==> src/rtl/tss_pkg.sv <==
package tss_pkg;

  typedef enum logic [1:0] {
    LEN_SINGLE  = 2'b00,
    LEN_COUNTED = 2'b01,
    LEN_OPEN    = 2'b10,
    LEN_OPEN_B  = 2'b11
  } len_class_e;

  typedef enum logic [1:0] {
    ST_IDLE  = 2'b00,
    ST_XFER  = 2'b01,
    ST_ISSUE = 2'b10
  } seq_state_e;

  typedef enum logic [1:0] {
    ACT_NONE     = 2'b00,
    ACT_FINISH   = 2'b01,
    ACT_COMMAND  = 2'b10,
    ACT_PARK_END = 2'b11
  } bound_act_e;

  typedef struct packed {
    logic       sdio;
    logic       rd;
    len_class_e len;
    logic       autostop;
    logic       rwait;
  } xfer_cfg_t;

  localparam int unsigned MEM_STOP_IDX = 12;
  localparam int unsigned IO_ABORT_IDX = 52;

endpackage

==> src/rtl/tss_req_latch.sv <==
module tss_req_latch (
  input  logic clk,
  input  logic rst,
  input  logic enable,
  input  logic req,
  input  logic clear,
  output logic pending
);

  logic held_q;

  always_ff @(posedge clk) begin
    if (rst) begin
      held_q <= 1'b0;
    end else if (clear) begin
      held_q <= 1'b0;
    end else if (enable && req) begin
      held_q <= 1'b1;
    end
  end

  // a request arriving on the boundary cycle itself is honoured at that boundary
  assign pending = held_q | (enable & req);

endmodule

==> src/rtl/tss_blk_counter.sv <==
module tss_blk_counter #(
  parameter int unsigned CNT_W = 16
) (
  input  logic             clk,
  input  logic             rst,
  input  logic             load,
  input  logic [CNT_W-1:0] load_val,
  input  logic             dec,
  output logic             at_last
);

  localparam logic [CNT_W-1:0] ONE = {{(CNT_W-1){1'b0}}, 1'b1};

  logic [CNT_W-1:0] remain_q;

  always_ff @(posedge clk) begin
    if (rst) begin
      remain_q <= ONE;
    end else if (load) begin
      remain_q <= (load_val == '0) ? ONE : load_val;
    end else if (dec && (remain_q > ONE)) begin
      remain_q <= remain_q - ONE;
    end
  end

  assign at_last = (remain_q <= ONE);

endmodule

==> src/rtl/tss_stop_select.sv <==
module tss_stop_select
  import tss_pkg::*;
#(
  parameter int unsigned IDX_W = 6
) (
  input  xfer_cfg_t        cfg,
  input  logic             cnt_last,
  input  logic             stop_pend,
  input  logic             gap_pend,
  output bound_act_e       act,
  output logic [IDX_W-1:0] idx,
  output logic             set_hold
);

  localparam logic [IDX_W-1:0] IDX_MEM = IDX_W'(MEM_STOP_IDX);
  localparam logic [IDX_W-1:0] IDX_IO  = IDX_W'(IO_ABORT_IDX);

  logic final_blk;
  logic auto_cmd;
  logic io_read_gap;

  always_comb begin
    final_blk   = (cfg.len == LEN_SINGLE) || ((cfg.len == LEN_COUNTED) && cnt_last);
    auto_cmd    = (cfg.len == LEN_COUNTED) && !cfg.sdio && cfg.autostop;
    io_read_gap = cfg.sdio && cfg.rd;

    act      = ACT_NONE;
    idx      = cfg.sdio ? IDX_IO : IDX_MEM;
    set_hold = 1'b0;

    if (final_blk) begin
      act = auto_cmd ? ACT_COMMAND : ACT_FINISH;
      idx = IDX_MEM;
    end else if (stop_pend) begin
      act = ACT_COMMAND;
    end else if (gap_pend) begin
      if (io_read_gap) begin
        act      = ACT_COMMAND;
        idx      = IDX_IO;
        set_hold = cfg.rwait;
      end else begin
        act      = ACT_PARK_END;
        set_hold = 1'b1;
      end
    end
  end

endmodule

==> src/rtl/transfer_stop_seq.sv <==
module transfer_stop_seq
  import tss_pkg::*;
#(
  parameter int unsigned CNT_W = 16,
  parameter int unsigned IDX_W = 6
) (
  input  logic             clk,
  input  logic             rst,
  input  logic             start,
  input  logic             card_sdio,
  input  logic             dir_read,
  input  logic [1:0]       xfer_mode,
  input  logic [CNT_W-1:0] blk_count,
  input  logic             auto_stop,
  input  logic             read_wait_ok,
  input  logic             stop_req,
  input  logic             gap_req,
  input  logic             blk_done,
  input  logic             cmd_ready,
  output logic             cmd_valid,
  output logic [IDX_W-1:0] cmd_index,
  output logic             gap_hold,
  output logic             xfer_done
);

  localparam logic [CNT_W-1:0] ONE_BLK = {{(CNT_W-1){1'b0}}, 1'b1};

  seq_state_e       state_q;
  xfer_cfg_t        cfg_q;
  logic             launch;
  logic             in_xfer;
  logic             boundary;
  logic             handshake;
  logic             stop_pend;
  logic             gap_pend;
  logic             cnt_last;
  logic [CNT_W-1:0] load_val;
  bound_act_e       act;
  logic [IDX_W-1:0] sel_idx;
  logic             sel_hold;

  assign launch    = (state_q == ST_IDLE) && start;
  assign in_xfer   = (state_q == ST_XFER);
  assign boundary  = in_xfer && blk_done;
  assign handshake = (state_q == ST_ISSUE) && cmd_ready;
  assign load_val  = (len_class_e'(xfer_mode) == LEN_SINGLE) ? ONE_BLK : blk_count;

  tss_req_latch u_stop_latch (
    .clk     (clk),
    .rst     (rst),
    .enable  (in_xfer),
    .req     (stop_req),
    .clear   (launch | handshake),
    .pending (stop_pend)
  );

  tss_req_latch u_gap_latch (
    .clk     (clk),
    .rst     (rst),
    .enable  (in_xfer),
    .req     (gap_req),
    .clear   (launch | handshake),
    .pending (gap_pend)
  );

  tss_blk_counter #(.CNT_W(CNT_W)) u_count (
    .clk      (clk),
    .rst      (rst),
    .load     (launch),
    .load_val (load_val),
    .dec      (boundary),
    .at_last  (cnt_last)
  );

  tss_stop_select #(.IDX_W(IDX_W)) u_select (
    .cfg       (cfg_q),
    .cnt_last  (cnt_last),
    .stop_pend (stop_pend),
    .gap_pend  (gap_pend),
    .act       (act),
    .idx       (sel_idx),
    .set_hold  (sel_hold)
  );

  always_ff @(posedge clk) begin
    if (rst) begin
      state_q   <= ST_IDLE;
      cfg_q     <= '0;
      cmd_valid <= 1'b0;
      cmd_index <= '0;
      gap_hold  <= 1'b0;
      xfer_done <= 1'b0;
    end else begin
      xfer_done <= 1'b0;
      unique case (state_q)
        ST_IDLE: begin
          if (start) begin
            state_q        <= ST_XFER;
            cfg_q.sdio     <= card_sdio;
            cfg_q.rd       <= dir_read;
            cfg_q.len      <= len_class_e'(xfer_mode);
            cfg_q.autostop <= auto_stop;
            cfg_q.rwait    <= read_wait_ok;
            gap_hold       <= 1'b0;
          end
        end
        ST_XFER: begin
          if (blk_done) begin
            if (sel_hold) gap_hold <= 1'b1;
            unique case (act)
              ACT_FINISH, ACT_PARK_END: begin
                xfer_done <= 1'b1;
                state_q   <= ST_IDLE;
              end
              ACT_COMMAND: begin
                cmd_valid <= 1'b1;
                cmd_index <= sel_idx;
                state_q   <= ST_ISSUE;
              end
              default: ;
            endcase
          end
        end
        ST_ISSUE: begin
          if (cmd_ready) begin
            cmd_valid <= 1'b0;
            xfer_done <= 1'b1;
            state_q   <= ST_IDLE;
          end
        end
        default: state_q <= ST_IDLE;
      endcase
    end
  end

endmodule

==> config.mk <==
export PLATFORM = sky130hd
export DESIGN_NAME = transfer_stop_seq
export DESIGN_NICKNAME = d
export VERILOG_FILES = /design/src/rtl/tss_pkg.sv /design/src/rtl/tss_req_latch.sv /design/src/rtl/tss_blk_counter.sv /design/src/rtl/tss_stop_select.sv /design/src/rtl/transfer_stop_seq.sv
export SDC_FILE = /design/constraint.sdc
export NUM_CORES = 1
export LEC_CHECK = 0
export BUFFER_PORTS_ARGS = -buffer_cell sky130_fd_sc_hd__buf_2
export CORE_UTILIZATION = 54
export DETAILED_ROUTE_END_ITERATION = 7
export GPL_ROUTABILITY_DRIVEN = 0
export PLACE_DENSITY = 0.79
export SYNTH_ARGS = -nofsm -noshare
export SYNTH_HDL_FRONTEND = slang
export SYNTH_SLANG_ARGS = --single-unit
==> constraint.sdc <==
create_clock -name clk -period 2.6 [get_ports clk]
set_input_delay 0.26 -clock clk [delete_from_list [all_inputs] [get_ports clk]]
set_output_delay 0.26 -clock clk [all_outputs]
set_load 0.02 [all_outputs]
## Word-level counts from Yosys, hierarchy flattened

Cells that the tools add are included.

- Add/subtract/negate cells: 1
- $lt $le $gt $ge: 2
- Eq/ne operators: 12
- Muxes and demuxes: 35
- Bitwise logic cells: 5
- Reduce and logical (&&, ||, !) cells: 26

Operators with widths:

| cell | number |
|---|---|
| 2-to-1 mux 16 bit | 4 |
| 2-to-1 mux 6 bit | 5 |
| > comparator 16 x 1 -> 1 bit, second input constant | 1 |
| less-or-equal comparator 16 x 1 -> 1 bit, second input constant | 1 |
| logical NOT 16 bit | 1 |
| subtractor 16 x 1 -> 16 bit, second input constant | 1 |
| 2-to-1 mux 1 bit | 14 |
| 2-to-1 mux 2 bit | 7 |
| AND reduction 4 bit | 3 |
| logical AND 1 bit | 10 |
| == test 2 x 1 -> 1 bit, second input constant | 3 |
| == test 2 bit, second input constant | 3 |
| logical NOT 2 bit | 3 |
| inequality test 2 bit, second input constant | 3 |
| one-hot mux 1 bit (2 select lines) | 3 |
| one-hot mux 2 bit (3 select lines) | 1 |
| nonzero test 2 bit | 3 |
| inequality test 2 x 1 -> 1 bit, second input constant | 2 |
| one-hot mux 2 bit (2 select lines) | 1 |
| OR reduction 2 bit | 2 |
| inequality test 3 x 1 -> 1 bit, second input constant | 1 |
| OR 1 bit | 3 |
| AND reduction 3 bit | 1 |
| AND 1 bit | 2 |
| 3 further kinds | 3 |

- Register bits after elaboration: 35
- Input port bits: 29
- Output and inout port bits: 9

## Depth between registers and ports, before layout

Gate-level depths: netlist (run 1).

- Word-level depth: 11
- Gate-level depth with buffers: 10

## By module

Synthesis (run 1) repeated with hierarchy kept, for this count alone.

- Cell total of the unflattened synthesis: 251
- Area, all modules: 2159.6 um^2

Modules (own cells, without submodules):

| module | instances | cells an instance | area an instance (um^2) |
|---|---|---|---|
| tss_blk_counter | 1 | 119 | 1027.2 |
| transfer_stop_seq | 1 | 105 | 924.6 |
| tss_stop_select | 1 | 21 | 127.6 |
| tss_req_latch | 2 | 3 | 40.0 |

## Worst setup path after synthesis (run 1)

OpenSTA, ideal clock, no wires.

- Path type: flip-flop to flip-flop
- Start: register state_q[1]
- End: register state_q[1]
- Arrival time: 1.894 ns
- Required time: 2.513 ns
- Setup slack: 0.619 ns
- Cell stages (with the launch flop): 10
- Path buffers: 1
- Cells stage by stage: dfxtp_1 > inv_1 > ha_1 > buf_2 > a21oi_1 > nor3b_1 > nor3_1 > a21boi_4 > or4b_1 > o31ai_1

- Word-level cells in the longest chain between the ends: 11

Ends and longest elaborated chain:

| what | line | RTL |
|---|---|---|
| from (decl) | transfer_stop_seq.sv:28 | `seq_state_e state_q;` |
| from (signal assigned) | transfer_stop_seq.sv:87 | `state_q <= ST_IDLE;` |
| from (signal assigned) | transfer_stop_seq.sv:98 | `state_q <= ST_XFER;` |
| from (signal assigned) | transfer_stop_seq.sv:113 | `state_q <= ST_IDLE;` |
| == test 2 x 1 -> 1 bit (*) | transfer_stop_seq.sv:43 | `assign in_xfer = (state_q == ST_XFER);` |
| net in_xfer | transfer_stop_seq.sv:31 | `logic in_xfer;` |
| AND 1 bit | tss_req_latch.sv:23 | `assign pending = held_q \| (enable & req);` |
| OR 1 bit | tss_req_latch.sv:23 |  |
| 2-to-1 mux 2 bit | tss_stop_select.sv:36 | `end else if (gap_pend) begin` |
| 2-to-1 mux 2 bit | tss_stop_select.sv:34 | `end else if (stop_pend) begin` |
| 2-to-1 mux 2 bit | tss_stop_select.sv:31 | `if (final_blk) begin` |
| == test 2 x 1 -> 1 bit or == test 2 bit (tied branches) | transfer_stop_seq.sv:110 | `unique case (act)` |
| OR reduction 2 bit | transfer_stop_seq.sv:110 |  |
| one-hot mux 2 bit (2 select lines) | transfer_stop_seq.sv:110 |  |
| 2-to-1 mux 2 bit | transfer_stop_seq.sv:108 | `if (blk_done) begin` |
| one-hot mux 2 bit (3 select lines) | transfer_stop_seq.sv:95 | `unique case (state_q)` |

The timed path passes the listed nets; every way through them passes the cells marked *. The select of a mux whose other input is x is not followed.
A chain may end at the register's enable or synchronous reset.

## Final worst setup path (run 1)

Same ends and word-level chain as after synthesis.

==> metrics.txt, run 1 <==
outcome completed; sink of the worst hold path cfg_q[4]; RSZ-0062 raised after global routing no; Yosys cell types 60; kind of critical path reg -> reg; R2R setup slack 0.35 ns; CTS resizes 0; hold_sp dir_read; worst endpoint required time 2.85 ns; worst min-delay path category in -> reg; die height 60.5 um; post-DP HPWL 3420 um; hold path depth 3; Clock Power Share 0.200; period utilization 0.866; Residual DRC 0; Seq pwr share 0.380; CP peak stage delay 0.48 ns; first-pass GRT wire length 7560 um; routed wire length 4530 um; post-layout min period 2.25 ns; final hold vios 0; # hold bufs at CTS 0; Synth Warn # 0; DRT Pass-1 Iters 4; Reg2Reg Capture Point state_q[1]; vias in the first global route 1620; final cell count without fillers 306; Placed Cells 299; total grt overflow 0; Ports 38; # nets final 296; pwr/cell area 767 nW/um2; Vias per Instance 5.94; Port Buf Inserts 35; Num CTS Buffers 5; Post-synth EDFFs 0; P_int 0.980 mW; Post-CTS Setup Bufs 0; Critical Path End Type register; Vias 1818; clock buffer depth 2; Comb pwr share 0.420; design area 2120 um2; Post-synth top flop dfxtp_1; initial antenna violation count 0; Sw Ratio 0.398; Synth Register Bits 32; sequential share of the synthesized area 0.347; row count 20; Worst setup SP type register; Clk Latency, worst-skew pair 0.34 ns; Worst path slowest cell or4b_1; Slew Viols, Final 0; ys async rst share 0; Worst Path Arrival 2.50 ns; post-synthesis cell count 225; crit path cell chain inv_1 > ha_1 > a21oi_1 > nor3b_1 > nor3_1 > a21boi_4 > or4b_1 > o31ai_1; fraction of layout cells with a size suffix above 1 0.237; Die X 60.5 um; worst r2r path cells 8; DP Area 2060 um2; worst path bufs/invs 1; fill count 299; clock skew 0.00560 ns; RR Startpoint state_q[1]; Worst path top cell family by delay simple AND/OR/NAND/NOR gates; area of the mapped netlist 1850 um2; # setup viols final 0; Peak Freq 0.444 GHz; max_slew headroom 0.582; # diodes 0; TritonCTS clock tree done; H-tree levels 2; max_cap viols 0; largest net degree at the start of global routing 22; Synth area leaders dfxtp_1, nand2_1, a21oi_1; Total Routing Usage GR 0.279; initial cell density of the core 0.586; Post-synth top cells dfxtp_1, nand2_1, a21oi_1; share of the synthesized area in the top cell type 0.347; sum of negative setup slack 0 ns; Total Die Area 3660 um2; Worst Path Max Fanout 10; Routed WL per cell 14.8 um; Core Region 3150 um2; DR iter-0 viols 170; Mapped Avg Cell Area 8.21 um2; area leader, netlist dfxtp_1; Psw 0.647 mW; maximum VDD drop 0.367 mV; Leak 0.887 nW; synth-to-layout area growth 14.8%; Root Driver clkbuf_4; clock-pin slew on the worst setup and hold paths 0.10 ns; Post-DRT Antenna Nets 0; clock sink total 32; Tightest Pin Transition 0.624 ns
## placed cells by master (no fill, tap or decap), drive strengths merged, types with 2 or more instances in the layout
cell type,count
a21o,2
a21oi,19
a22oi,4
a31oi,5
and2,3
and3,3
buf,40
clkbuf,7
conb,2
dfxtp,32
ha,5
inv,6
nand2,32
nand2b,2
nand3,5
nand4,2
nor2,15
nor3,7
nor3b,3
nor4,10
o211a,3
o211ai,5
o21a,2
o21ai,12
o221ai,2
o22ai,2
o311ai,2
o31ai,2
or2,2
or3,4
or4,2
or4b,2
xor2,4
## power by group through the flow
stage | Combinational [mW] | Sequential, mW | Clock [mW]
2_1_floorplan | 0.510 | 0.616 | 0
3_3_place_gp | 0.666 | 0.626 | 0
3_5_place_dp | 0.672 | 0.627 | 0
4_1_cts | 0.677 | 0.616 | 0.326
5_1_grt | 0.757 | 0.628 | 0.353
6_report | 0.684 | 0.618 | 0.325
## tightest hold or removal path, cell delays in order
cell and delay [ns]:
buf_2 0.09, nand2_1 0.04, a21oi_1 0.05
## how the worst max path moves through the flow
stage                     depth (start not counted)  slack [ns]          to        from
after CTS                                         8        0.36  state_q[1]  state_q[1]
after detailed placement                          8        0.38  state_q[1]  state_q[1]
after floorplan                                   9        0.62  state_q[1]  state_q[1]
after global placement                            8        0.41  state_q[1]  state_q[1]
after global routing                              8        0.18  state_q[1]  state_q[1]
final                                             8        0.35  state_q[1]  state_q[1]
## cells by family after synthesis
logic type,share of synthesized area
AO/OA/AOI/OAI,0.257
XOR/XNOR,0.0230
adder cells (fa/ha/maj),0.0339
buffers and inverters,0.0481
flip-flops,0.347
multiplexers,0.00542
other,0.00203
AND/OR/NAND/NOR,0.284
## sequential cells by signal, summed over array words and instances, names as in the netlist
signal	flops
u_count.remain_q	16
cfg_q	6
cmd_index	3
state_q	2
cmd_valid	1
gap_hold	1
u_gap_latch.held_q	1
u_stop_latch.held_q	1
xfer_done	1
## metrics by stage
stage	hold slack [ns]	setup WS, ns	util	total power [mW]
3_5_place_dp	0.451	0.379	0.652	1.30
5_1_grt	0.144	0.176	0.673	1.74
4_1_cts	0.146	0.356	0.673	1.62
3_3_place_gp	0.445	0.410	0.652	1.29
2_1_floorplan	0.396	0.619	-	1.13
6_report	0.154	0.348	0.673	1.63
## final cells by class
cell class | instances | area [um2] | area share
inverter | 7 | 26.3 | 0.0124
timing repair buffer | 40 | 213 | 0.100
tap | 44 | 55.1 | 0.0259
clock buffer | 7 | 65.1 | 0.0307
sequential | 32 | 641 | 0.302
multi-input combinational | 176 | 1120 | 0.529
## per-layer routing
| layer | track usage | vias to the layer above | routed length [um] | share of wire |
|---|---|---|---|---|
| li1 | - | 905 | - | - |
| met1 | 0.416 | 825 | 2110 | 0.47 |
| met2 | 0.391 | 79 | 2010 | 0.44 |
| met3 | 0.0682 | 9 | 332 | 0.073 |
| met4 | 0.0974 | 0 | 82 | 0.018 |
| met5 | 0 | - | 0 | 0 |
Power figures use the tool's default switching activity.
==> run 2, diff against run 1 <==
- CORE_UTILIZATION: 54 -> 58
- PLACE_DENSITY: 0.79 -> 0.84
- clock period: 2.6 -> 2.85 ns (I/O delays scaled with it)
==> run 2 against run 1 <==
Net effect:
- critical path depth shrank 2
- clock-buffer cell count fell by 1
- wire length is 4.9% higher
- power down 5.7%
- first-iteration DRC count shrank 19%
- sequential cell count is the same
- design area fell by 0.88%
- sequential power fell by 8.3%
- worst hold slack better by 0.0071 ns
- global-route usage grew 2.7 points
- largest power group unchanged
==> metrics.txt, run 2 (synthesis gave the netlist of run 1 again) <==
design area 2100 um2 (-0.88%); vias in the first global route 1719 (+6.1%); # hold bufs at CTS 0 (unchanged); DRT Pass-1 Iters 4 (unchanged); Post-DRT Antenna Nets 0 (unchanged); maximum VDD drop 0.343 mV (-6.6%); TritonCTS clock tree done; clock sink total 32 (unchanged); routed wire length 4760 um (+4.9%); Worst Path Max Fanout 7 (-3); fill count 268 (-10%); Slew Viols, Final 0 (unchanged); fraction of layout cells with a size suffix above 1 0.224 (-0.0127); Worst Path Arrival 2.45 ns (-0.05 ns); Tightest Pin Transition 0.702 ns (+0.0772 ns); Peak Freq 0.453 GHz (+1.9%); Worst path top cell family by delay compound AO/OA/AOI/OAI gates; max_slew headroom 0.531 (-0.0516); Die X 58.4 um (-3.4%); # nets final 292 (-1.4%); initial cell density of the core 0.610 (+0.0242); post-layout min period 2.21 ns (-0.0422 ns); outcome completed; Routed WL per cell 15.7 um (+5.9%); # setup viols final 0 (unchanged); worst min-delay path category in -> reg; initial antenna violation count 0 (unchanged); RSZ-0062 raised after global routing no; # diodes 0 (unchanged); DR iter-0 viols 137 (-19%); clock skew 0.00773 ns (+0.00213 ns); Post-CTS Setup Bufs 0 (unchanged); most frequent cells in the layout buf_2, nand2_1, dfxtp_1; Reg with most FFs u_count.remain_q; most common cell after layout, fill and taps aside buf_2; Port Buf Inserts 35 (unchanged); Root Driver clkbuf_4; clock-pin slew on the worst setup and hold paths 0.10 ns (about the same); DP Area 2030 um2 (-1.5%); Residual DRC 0 (unchanged); sink of the worst hold path cfg_q[4]; RR Startpoint u_count.remain_q[0]; Critical Path End Type register; crit path cell chain inv_1 > ha_1 > o211a_1 > a21oi_1 > nor2_1 > a221o_1; top flop regs u_count.remain_q x16, cfg_q x6, cmd_index x3; die height 58.4 um (-3.4%); sum of negative setup slack 0 ns (unchanged); Setup crit start u_count.remain_q[0]; max_cap viols 0 (unchanged); Worst path slowest cell a21oi_1; period utilization 0.775 (-0.0908); CTS resizes 0 (unchanged); Vias 1832 (+0.77%); clock buffer depth 2 (unchanged); area of the multi-input gates 1120 um2 (unchanged); Core Region 3030 um2 (-4.0%); worst endpoint required time 3.09 ns (+0.24 ns); worst r2r path cells 6 (-2); synth-to-layout area growth 13.8%; hold_sp dir_read; first-pass GRT wire length 7880 um (+4.3%); final hold vios 0 (unchanged); CP peak stage delay 0.44 ns (-0.04 ns); H-tree levels 2 (unchanged); Clk Latency, worst-skew pair 0.36 ns (+0.02 ns); Total Routing Usage GR 0.306 (+0.0269); Num CTS Buffers 5 (unchanged); row count 20 (unchanged); register area 641 um2 (unchanged); pwr/cell area 729 nW/um2 (-4.9%); worst path bufs/invs 1 (unchanged); R2R setup slack 0.64 ns (+0.29 ns); Leak 0.873 nW (-1.7%); Reg2Reg Capture Point u_count.remain_q[0]; Total Die Area 3420 um2 (-6.7%); total grt overflow 0 (unchanged); Worst setup SP type register; post-DP HPWL 3480 um (+1.9%); Vias per Instance 6.05 (+1.8%); max FFs per register 16 (unchanged); hold path depth 3 (unchanged); Ports 38 (unchanged); largest net degree at the start of global routing 22 (unchanged); kind of critical path reg -> reg
==> run 2: cell count changes in the layout (fill, tap and decap cells not counted) <==
cell       change
bufinv_16      +1
clkbuf_1       +1
clkbuf_8       -2
buf_4          -4
clkinv_2       +1
==> run 2: per-layer routing <==
| layer | track usage | share of wire | up-vias | routed length [um] |
|---|---|---|---|---|
| met5 | 0 | 0 | - | 0 |
| met4 | 0.133 | 0.019 | 0 | 89 |
| met3 | 0.0791 | 0.077 | 10 | 367 |
| met2 | 0.473 | 0.46 | 95 | 2170 |
| met1 | 0.406 | 0.45 | 828 | 2130 |
| li1 | - | - | 899 | - |
==> run 2: power by group <==
group / switching [mW] / total, mW / internal [mW] / leakage, nW
Sequential: 0.0620 / 0.567 / 0.505 / 0.261
Combinational: 0.381 / 0.615 / 0.234 / 0.569
Clock: 0.168 / 0.352 / 0.184 / 0.0422
Total: 0.611 / 1.53 / 0.923 / 0.873
==> run 2: cell type report <==
cell class | instances | area share
sequential | 32 | 0.305
clock inverter | 2 | 0.0167
clock buffer | 6 | 0.0196
tap | 44 | 0.0262
timing repair buffer | 36 | 0.0869
inverter | 7 | 0.0125
multi-input combinational | 176 | 0.534
==> run 2: how the worst max path moves through the flow <==
stage                                 to  slack (ns)  cells after the start
finish               u_count.remain_q[0]        0.64                      6
global route         u_count.remain_q[7]        0.47                      6
CTS                  u_count.remain_q[0]        0.65                      6
detailed placement  u_count.remain_q[14]        0.67                      8
global placement    u_count.remain_q[14]        0.75                      8
floorplan                     state_q[1]        0.87                      9
==> run 2: worst register-to-register path, delay by kind of cell, from the launching register on <==
| kind | cells | cell delay (ns) |
|---|---|---|
| AOI/OAI and AO/OA | 3 | 1.14 |
| adders and majority gates | 1 | 0.28 |
| buffers and inverters | 1 | 0.06 |
| DFF | 1 | 0.42 |
| and+or+nand+nor | 1 | 0.21 |
==> run 2: through the flow <==
step | hold slack (ns) | setup WS, ns | util | power (mW) | instances
2_1_floorplan | 0.421 | 0.869 | - | 1.03 | 226
3_3_place_gp | 0.444 | 0.754 | 0.669 | 1.16 | 295
3_5_place_dp | 0.451 | 0.670 | 0.669 | 1.17 | 295
4_1_cts | 0.167 | 0.650 | 0.695 | 1.52 | 303
5_1_grt | 0.166 | 0.471 | 0.695 | 1.63 | 303
6_report | 0.162 | 0.640 | 0.695 | 1.53 | 303
==> run 3, diff against run 2 <==
- CORE_UTILIZATION: 58 -> 49
- PLACE_DENSITY: 0.84 -> 0.75
- clock period: 2.85 -> 2 ns (I/O delays scaled with it)
==> run 3 against run 2 <==
Net effect:
- sequential cell count did not move
- largest cell class unchanged
- power rose by 65%
- worst hold slack got worse by 0.027 ns
- wire length rose by 9.1%
- via count rose by 4.8%
- critical endpoint is now cmd_index[3]
- clock-buffer cell count did not move
- sequential share of layout area fell by 3.8 points
- die area rose by 18%
- maximum frequency rose by 14%
- largest power group unchanged
- final cell count rose by 9.9%
- critical path type unchanged
- worst setup slack got worse by 0.58 ns
==> metrics.txt, run 3 (synthesis gave the netlist of run 1 again) <==
outcome completed; initial cell density of the core 0.533 (-0.0775); TritonCTS clock tree done; largest net degree at the start of global routing 19 (-14%); Die X 63.4 um (+8.5%); Core Region 3470 um2 (+15%); # setup viols final 0 (unchanged); clock buffer depth 2 (unchanged); vias in the first global route 1832 (+6.6%); kind of critical path reg -> reg; Leak 1.03 nW (+18%); most common cell after layout, fill and taps aside buf_2; Worst Path Max Fanout 4 (-3); pwr/cell area 1060 nW/um2 (+45%); max_cap viols 0 (unchanged); Worst setup SP type register; total grt overflow 0 (unchanged); # diodes 0 (unchanged); # hold bufs at CTS 0 (unchanged); worst min-delay path category in -> reg; first-pass GRT wire length 8390 um (+6.5%); Clk Latency, worst-skew pair 0.30 ns (-0.06 ns); Port Buf Inserts 35 (unchanged); row count 21 (+5.0%); Slew Viols, Final 0 (unchanged); clock skew 0.00676 ns (-0.000968 ns); sum of negative setup slack 0 ns (unchanged); final cell count without fillers 333 (+9.9%); Peak Freq 0.515 GHz (+14%); DRT Pass-1 Iters 4 (unchanged); Routed WL per cell 15.6 um (-0.70%); die height 63.4 um (+8.5%); clock-pin slew on the worst setup and hold paths 0.07 ns (-0.03 ns); RSZ-0062 raised after global routing yes; Vias 1920 (+4.8%); routed wire length 5190 um (+9.1%); top flop regs u_count.remain_q x16, cfg_q x6, cmd_index x3; met2 wire length 2410 um (+11%); H-tree levels 2 (unchanged); maximum VDD drop 0.486 mV (+42%); Root Driver clkbuf_8; detailed-routing wirelength on met1 2430 um (+14%); synth-to-layout area growth 29.9%; Placed Cells 325 (+10%); post-layout min period 1.94 ns (-0.269 ns); Reg with most FFs u_count.remain_q; Critical Path End Type register; final hold vios 0 (unchanged); Worst Setup Slack, final 0.0594 ns (-0.581 ns); Total Die Area 4020 um2 (+18%); Ports 38 (unchanged); max FFs per register 16 (unchanged); Num CTS Buffers 5 (unchanged); fraction of layout cells with a size suffix above 1 0.334 (+0.111); Residual DRC 0 (unchanged); post-DP HPWL 3900 um (+12%); initial antenna violation count 0 (unchanged); most frequent cells in the layout buf_2, nand2_1, dfxtp_1; worst endpoint required time 2.20 ns (-0.89 ns); Total Routing Usage GR 0.272 (-0.0344); met3 WL 259 um (-29%); clock sink total 32 (unchanged); # nets final 320 (+9.6%); period utilization 0.970 (+0.195); Post-DRT Antenna Nets 0 (unchanged); fill count 304 (+13%); top sig layer met4; Tot Pwr 2.54 mW (+65%); Vias per Instance 5.77 (-4.6%); Post-CTS Setup Bufs 0 (unchanged); DR iter-0 viols 116 (-15%); pre-CTS WS 0.00390 ns (-0.666 ns); Final Util 0.692 (-0.00235); Worst Path Arrival 2.14 ns (-0.31 ns)
-- run 3: metal layers --
layer / global-route usage / up-vias
met4: 0.0909 / 0
li1: - / 952
met1: 0.347 / 906
met3: 0.0725 / 8
met2: 0.439 / 54
met5: 0 / -
-- run 3: report_power, final --
group,switching (mW),internal [mW]
combinational,0.607,0.508
sequential,0.0780,0.721
clock,0.255,0.369
total,0.940,1.60
-- run 3: final cells by class --
class / instances / area [um2] / share of cell area
clock buffers: 6 / 72.6 / 0.0302
clock inverters: 2 / 35.0 / 0.0146
inverters: 7 / 26.3 / 0.0109
multi-input cells: 176 / 1180 / 0.490
flip-flops and latches: 32 / 641 / 0.267
well taps: 46 / 57.6 / 0.0240
repair buffers: 64 / 393 / 0.164
-- run 3: timing repair --
action	4_1_cts	5_1_grt
pin swaps	0	1
endpoints found under the setup margin	2	16
gates resized for setup	2	11
-- run 3: path summary, 6_finish.rpt --
check | depth (start not counted) | slack (ns) | startpoint | end
setup / recovery | 7 | 0.06 | u_count.remain_q[8] | cmd_index[3]
hold / removal | 3 | 0.13 | card_sdio | cfg_q[5]
setup reg to reg | 7 | 0.06 | u_count.remain_q[8] | cmd_index[3]
hold reg to reg | 2 | 0.46 | cfg_q[1] | cfg_q[1]
-- run 3: worst max-delay path, cell delays in order, from the launching register on --
cell      delay, ns
dfxtp_1        0.37
nor4_4         0.34
nand2_1        0.16
or3_1          0.42
a21boi_4       0.18
buf_4          0.14
nor2_1         0.04
o211a_1        0.19
-- run 3: through the flow --
step | hold slack [ns] | area, um2
after floorplan | 0.336 | 1850
after global placement | 0.443 | 2240
after detailed placement | 0.447 | 2240
after CTS | 0.138 | 2350
after global routing | 0.157 | 2400
final | 0.135 | 2400
